### config.mk
export PLATFORM = sky130hd
export DESIGN_NAME = uart_line_monitor
export DESIGN_NICKNAME = d
export VERILOG_FILES = /design/src/rtl/uart_lm_pkg.sv /design/src/rtl/ulm_frame_len.sv /design/src/rtl/ulm_line_cond.sv /design/src/rtl/ulm_break_det.sv /design/src/rtl/ulm_idle_det.sv /design/src/rtl/uart_line_monitor.sv
export SDC_FILE = /design/constraint.sdc
export NUM_CORES = 1
export LEC_CHECK = 0
export BUFFER_PORTS_ARGS = -buffer_cell sky130_fd_sc_hd__buf_4
export CORE_UTILIZATION = 30
export CTS_BUF_LIST = sky130_fd_sc_hd__clkbuf_8
export CTS_CLUSTER_SIZE = 24
export DETAILED_ROUTE_END_ITERATION = 12
export HOLD_SLACK_MARGIN = 0.12
export SYNTH_ARGS = -nofsm -noshare
export SYNTH_HDL_FRONTEND = slang
export SYNTH_SLANG_ARGS = --single-unit
export TNS_END_PERCENT = 30
### constraint.sdc
create_clock -name clk -period 8.64 [get_ports clk]
set_clock_uncertainty 0.1 [all_clocks]
set_input_delay 1.728 -clock clk [delete_from_list [all_inputs] [get_ports clk]]
set_output_delay 1.728 -clock clk [all_outputs]
set_load 0.05 [all_outputs]
### src/rtl/uart_lm_pkg.sv
package uart_lm_pkg;

    // Width of the data bit count input.
    localparam int DATA_CNT_W = 4;

    // Width of the frame length in half-bit units: 2*(1+15+1)+3 = 37 fits in 6 bits.
    localparam int HALF_UNITS_W = 6;

    // Stop length codes, counted in half bits.
    localparam logic [1:0] STOP_NONE     = 2'd0;
    localparam logic [1:0] STOP_HALF     = 2'd1;
    localparam logic [1:0] STOP_ONE      = 2'd2;
    localparam logic [1:0] STOP_ONE_HALF = 2'd3;

endpackage

### src/rtl/ulm_frame_len.sv
module ulm_frame_len
    import uart_lm_pkg::*;
#(
    parameter int BW_W = 16,
    parameter int FL_W = BW_W + HALF_UNITS_W
) (
    input  logic                  clk,
    input  logic                  rst_n,
    input  logic [BW_W-1:0]       bit_width,
    input  logic [DATA_CNT_W-1:0] data_bits,
    input  logic                  parity_en,
    input  logic [1:0]            stop_len,
    output logic [FL_W-1:0]       frame_len
);

    localparam int PW = HALF_UNITS_W + BW_W;

    logic [HALF_UNITS_W-1:0] halves;
    logic [PW-1:0]           prod;
    logic [PW:0]             rounded;
    logic [FL_W-1:0]         fl_d, fl_q;

    always_comb begin
        halves  = HALF_UNITS_W'(2) * (HALF_UNITS_W'(1) + HALF_UNITS_W'(data_bits)
                                      + HALF_UNITS_W'(parity_en))
                  + HALF_UNITS_W'(stop_len);
        prod    = PW'(halves) * PW'(bit_width);
        rounded = ({1'b0, prod} + (PW+1)'(1)) >> 1;
        fl_d    = FL_W'(rounded);
    end

    always_ff @(posedge clk) begin
        if (!rst_n) fl_q <= '0;
        else        fl_q <= fl_d;
    end

    assign frame_len = fl_q;

endmodule

### src/rtl/ulm_line_cond.sv
module ulm_line_cond (
    input  logic clk,
    input  logic rst_n,
    input  logic line_in,
    input  logic invert_en,
    output logic level,
    output logic level_q,
    output logic fall,
    output logic rise
);

    typedef struct packed {
        logic primed;
        logic lvl;
    } cond_t;

    cond_t s_d, s_q;

    always_comb begin
        level      = line_in ^ invert_en;
        s_d.primed = 1'b1;
        s_d.lvl    = level;
        fall       = s_q.primed &  s_q.lvl & ~level;
        rise       = s_q.primed & ~s_q.lvl &  level;
    end

    always_ff @(posedge clk) begin
        if (!rst_n) s_q <= '{primed: 1'b0, lvl: 1'b1};
        else        s_q <= s_d;
    end

    assign level_q = s_q.lvl;

endmodule

### src/rtl/ulm_break_det.sv
module ulm_break_det #(
    parameter int FL_W = 22
) (
    input  logic            clk,
    input  logic            rst_n,
    input  logic            level,
    input  logic            level_q,
    input  logic            fall,
    input  logic            rise,
    input  logic [FL_W-1:0] frame_len,
    output logic            break_pulse
);

    localparam logic [FL_W-1:0] CNT_MAX = '1;

    typedef struct packed {
        logic            active;
        logic [FL_W-1:0] cnt;
        logic            brk;
    } brk_t;

    brk_t s_d, s_q;

    always_comb begin
        s_d     = s_q;
        s_d.brk = 1'b0;
        if (fall) begin
            s_d.active = 1'b1;
            s_d.cnt    = FL_W'(1);
        end else if (s_q.active) begin
            if (rise) begin
                s_d.brk    = (s_q.cnt >= frame_len);
                s_d.active = 1'b0;
                s_d.cnt    = '0;
            end else if (!level && s_q.cnt != CNT_MAX) begin
                s_d.cnt = s_q.cnt + FL_W'(1);
            end
        end
    end

    always_ff @(posedge clk) begin
        if (!rst_n) s_q <= '0;
        else        s_q <= s_d;
    end

    assign break_pulse = s_q.brk;

    AST_BRK_ONESHOT: assert property (@(posedge clk) disable iff (!rst_n)
        s_q.brk |=> !s_q.brk);

    AST_BRK_LINE_HIGH: assert property (@(posedge clk) disable iff (!rst_n)
        s_q.brk |-> level_q);

    AST_LOW_CNT_SAT: assert property (@(posedge clk) disable iff (!rst_n)
        (s_q.active && !level && !fall && !rise && s_q.cnt == CNT_MAX)
        |=> (s_q.cnt == CNT_MAX));

endmodule

### src/rtl/ulm_idle_det.sv
module ulm_idle_det #(
    parameter int FL_W = 22
) (
    input  logic            clk,
    input  logic            rst_n,
    input  logic            level,
    input  logic            level_q,
    input  logic [FL_W-1:0] frame_len,
    output logic            idle_pulse
);

    localparam logic [FL_W-1:0] CNT_MAX = '1;

    typedef struct packed {
        logic            run;
        logic [FL_W-1:0] cnt;
        logic            idle;
    } idle_t;

    idle_t s_d, s_q;

    always_comb begin
        s_d      = s_q;
        s_d.idle = 1'b0;
        if (!level) begin
            s_d.run = 1'b0;
            s_d.cnt = '0;
        end else if (!s_q.run) begin
            s_d.run = 1'b1;
            s_d.cnt = FL_W'(1);
        end else if (s_q.cnt >= frame_len) begin
            s_d.idle = 1'b1;
            s_d.cnt  = FL_W'(1);
        end else if (s_q.cnt != CNT_MAX) begin
            s_d.cnt = s_q.cnt + FL_W'(1);
        end
    end

    always_ff @(posedge clk) begin
        if (!rst_n) s_q <= '0;
        else        s_q <= s_d;
    end

    assign idle_pulse = s_q.idle;

    AST_IDLE_NEEDS_HIGH: assert property (@(posedge clk) disable iff (!rst_n)
        s_q.idle |-> level_q);

    AST_IDLE_SPACING: assert property (@(posedge clk) disable iff (!rst_n)
        (s_q.idle && frame_len >= FL_W'(2)) |=> !s_q.idle);

endmodule

### src/rtl/uart_line_monitor.sv
module uart_line_monitor
    import uart_lm_pkg::*;
#(
    parameter int BW_W = 16
) (
    input  logic                  clk,
    input  logic                  rst_n,
    input  logic                  line_in,
    input  logic                  invert_en,
    input  logic [BW_W-1:0]       bit_width,
    input  logic [DATA_CNT_W-1:0] data_bits,
    input  logic                  parity_en,
    input  logic [1:0]            stop_len,
    output logic                  break_pulse,
    output logic                  idle_pulse
);

    localparam int FL_W = BW_W + HALF_UNITS_W;

    logic [FL_W-1:0] frame_len;
    logic            level, level_q, fall, rise;

    ulm_frame_len #(.BW_W(BW_W), .FL_W(FL_W)) frame_len_i (
        .clk       (clk),
        .rst_n     (rst_n),
        .bit_width (bit_width),
        .data_bits (data_bits),
        .parity_en (parity_en),
        .stop_len  (stop_len),
        .frame_len (frame_len)
    );

    ulm_line_cond line_cond_i (
        .clk       (clk),
        .rst_n     (rst_n),
        .line_in   (line_in),
        .invert_en (invert_en),
        .level     (level),
        .level_q   (level_q),
        .fall      (fall),
        .rise      (rise)
    );

    ulm_break_det #(.FL_W(FL_W)) break_det_i (
        .clk         (clk),
        .rst_n       (rst_n),
        .level       (level),
        .level_q     (level_q),
        .fall        (fall),
        .rise        (rise),
        .frame_len   (frame_len),
        .break_pulse (break_pulse)
    );

    ulm_idle_det #(.FL_W(FL_W)) idle_det_i (
        .clk        (clk),
        .rst_n      (rst_n),
        .level      (level),
        .level_q    (level_q),
        .frame_len  (frame_len),
        .idle_pulse (idle_pulse)
    );

endmodule

==> results.json <==
{
  "status": "finished clean",
  "synth_top_family_by_area": "adder cells",
  "cts_setup_buffers": 0,
  "synth_cell_type_count": 65,
  "synth_flop_cell": "dfxtp_1",
  "p_per_area_nw_per_um2": 211.4,
  "synthCells": 832,
  "htreeDepth": 3,
  "core_area_um2": 23400,
  "use_met1": 0.1797,
  "arrival_ns": 6.74,
  "ys_warn_count": 0,
  "diodes": 0,
  "hold_path_depth": 1,
  "top_usage_layer": "met2",
  "cap_violations": 0,
  "globalRouteTotalUtil": 0.1258,
  "clock_latency_ns": 0.35,
  "grt_use_met3": 0.01412,
  "power_w": 0.001677,
  "drt_pass1_iterations": 4,
  "cts-buffers-inserted": 9,
  "io_pins": 29,
  "ys_top_cells_by_area": "dfxtp_1 20%, fa_1 16%, ha_1 15%, inv_1 5.2%, and2_1 5.1%",
  "synth_area_per_cell_um2": 8.600,
  "synthSimpleGateAreaFrac": 0.2243,
  "cts.hold.buffers_added": 0,
  "grt_pass1_wl_mm": 25.12,
  "worst_pin_slew_ns": 0.9003,
  "critPathRequiredTime_ns": 8.81,
  "cts_sinks": 72,
  "grt_pass1_vias": 5246,
  "reg2regPathDepth": 6,
  "clkTransAtPathRegs_ns": 0.08,
  "synth_edf_count": 0,
  "async_reset_ff_frac": 0,
  "dp_hpwl_mm": 11.71,
  "rows": 56,
  "syn_nets": 1001,
  "dr_total_vias": 5479,
  "gr-usage-met2": 0.1998,
  "yosys.area.top_type": "dfxtp_1",
  "hold_path.class": "flip-flop to flip-flop",
  "postRouteWirelength_mm": 14.49,
  "synth_seq_cells": 72,
  "cp-end-kind": "flip-flop",
  "synth_compound_area_frac": 0.1325,
  "grt_max_degree": 35,
  "overflow": 0,
  "cts_resized": 0,
  "root_buffer": "clkbuf_8",
  "crit_slowest_cell": "fa_1",
  "viasPerCell": 4.643,
  "start_util": 0.3058,
  "wl_per_cell_um": 12.28,
  "startpoint_type": "primary input",
  "path_class": "primary input to flip-flop",
  "synth_fa_ha_area_frac": 0.3081,
  "grt_setup_unrepaired": "false",
  "critical-path-top-delay-family": "adder cells",
  "fp.dieW_um": 156.4,
  "final-setup-viol-count": 0,
  "fp.dieH_um": 156.4,
  "synth-xor-area-share": 0.05980,
  "r2r_slack_ns": 6.19,
  "max_slew_margin": 0.3997,
  "drv_slew": 0,
  "drive_gt1_frac": 0.08479,
  "antenna_found_initial": 0,
  "max_freq_ghz": 0.1522,
  "die_area_um2": 24470,
  "crit_fanout": 16,
  "drt-initial-drc-count": 228,
  "drc_errors": 0,
  "worst-path-buf-inv": 6,
  "cts_tree": "built",
  "crit_chain": "buf_4 > inv_1 > ha_1 > inv_1 > ha_1 > ha_1 > inv_1 > nor4b_1 > a21oi_1 > buf_4 > nand2b_1 > fa_1 > fa_1 > fa_1 > inv_1 > ha_1 > o21ai_0 > o211ai_1 > a41oi_2 > o21ai_2 > a221oi_2 > mux2i_1",
  "ir_drop_uv": 73.20,
  "finalNetCount": 1025,
  "hold_violations": 0,
  "total_leakage_power_nw": 3.455,
  "finalCritPeriodShare": 0.7605,
  "syn_area_um2": 7156,
  "yosys.area.top_type_share": 0.2014,
  "clockBufferDepth": 2,
  "fin_crit_ns": 6.571,
  "final_common_cell": "inv_1",
  "max_stage_delay_ns": 0.54,
  "area_growth_pct": 10.88,
  "port_buffers": 28,
  "worstSetupPathDepth": 22,
  "seq_area_frac_synth": 0.2014,
  "synthMuxAreaShare": 0.009792,
  "ant_nets": 0,
  "layout_common_cells": "99 x inv_1, 85 x nand2_1, 85 x ha_1",
  "finalSetupTns_ns": 0,
  "place_congestion": 0.8108
}
## cell type report
type / instances / area [um^2]
clock buffers: 10 / 137.6
clock inverters: 6 / 91.34
fillers: 2476 / 15470
inverters: 99 / 371.6
multi-input cells: 643 / 5260
flip-flops and latches: 72 / 1441
well taps: 319 / 399.1
repair buffers: 31 / 232.7
## metal layers
metal	vias to the layer above	wire length, um
met5	-	0
met4	0	107
met3	8	361
met2	69	6348
met1	2566	7673
li1	2836	-
## metrics by stage
step / cell area, um^2 / cells / hold WS [ns] / setup slack, ns / util
detailed placement: 7705 / 1164 / 0.3361 / 1.750 / 0.3292
finish: 7934 / 1180 / 0.3432 / 2.069 / 0.3390
floorplan: 7156 / 832 / 0.3205 / 2.074 / -
global placement: 7705 / 1164 / 0.3415 / 1.845 / 0.3292
CTS: 7934 / 1180 / 0.3456 / 2.103 / 0.3390
global route: 7934 / 1180 / 0.3856 / 1.797 / 0.3390
## flip-flops by register name, summed over array words and instances (netlist names)
register                 count
break_det_i.s_q             23
idle_det_i.s_q              23
frame_len_i.frame_len       22
break_det_i.break_pulse      1
idle_det_i.idle_pulse        1
line_cond_i.level_q          1
line_cond_i.s_q              1
## final timing paths
check | from | end
max | data_bits[0] | frame_len_i.frame_len[17]
min | idle_det_i.s_q[23] | idle_det_i.s_q[1]
max reg2reg | frame_len_i.frame_len[18] | break_det_i.break_pulse
min reg2reg | idle_det_i.s_q[23] | idle_det_i.s_q[1]
## cell usage after synthesis (all sizes together) (2+ instances only)
library cell / instances
inv: 99
ha: 85
nand2: 85
dfxtp: 72
nor2: 68
and2: 58
fa: 57
a21oi: 37
xor2: 32
o21ai: 30
nor2b: 18
nand4: 17
nand3: 16
xnor2: 16
clkbuf: 13
nor3: 12
a21o: 11
and3: 11
nand2b: 11
o211ai: 11
a211oi: 10
mux2i: 7
buf: 5
o2111ai: 5
a21boi: 4
a31oi: 4
nor4: 4
a221oi: 3
o21a: 3
or3: 3
a311oi: 2
a41oi: 2
nand3b: 2
nand4b: 2
nor3b: 2
o21bai: 2
o311ai: 2
o31ai: 2
## power by group
group | switching, W | internal (W) | leakage [nW]
combinational | 0.000573 | 0.000417 | 2.75
sequential | 0.0000132 | 0.000373 | 0.587
clock | 0.000129 | 0.000172 | 0.117
## worst register-to-register path: stages, from the launching register on
cell	delay, ns
dfxtp_1	0.31
inv_1	0.08
ha_1	0.32
nand3_1	0.11
nor4_1	0.41
o311ai_0	0.22
a2111oi_0	0.72
## kinds of logic after synthesis
family | count (synthesis)
xor+xnor | 48
fa+ha+maj | 142
flops | 72
simple gates | 313
buf+inv | 117
mux | 7
compound gates | 133
No activity file was read; power rests on OpenSTA's default activity.
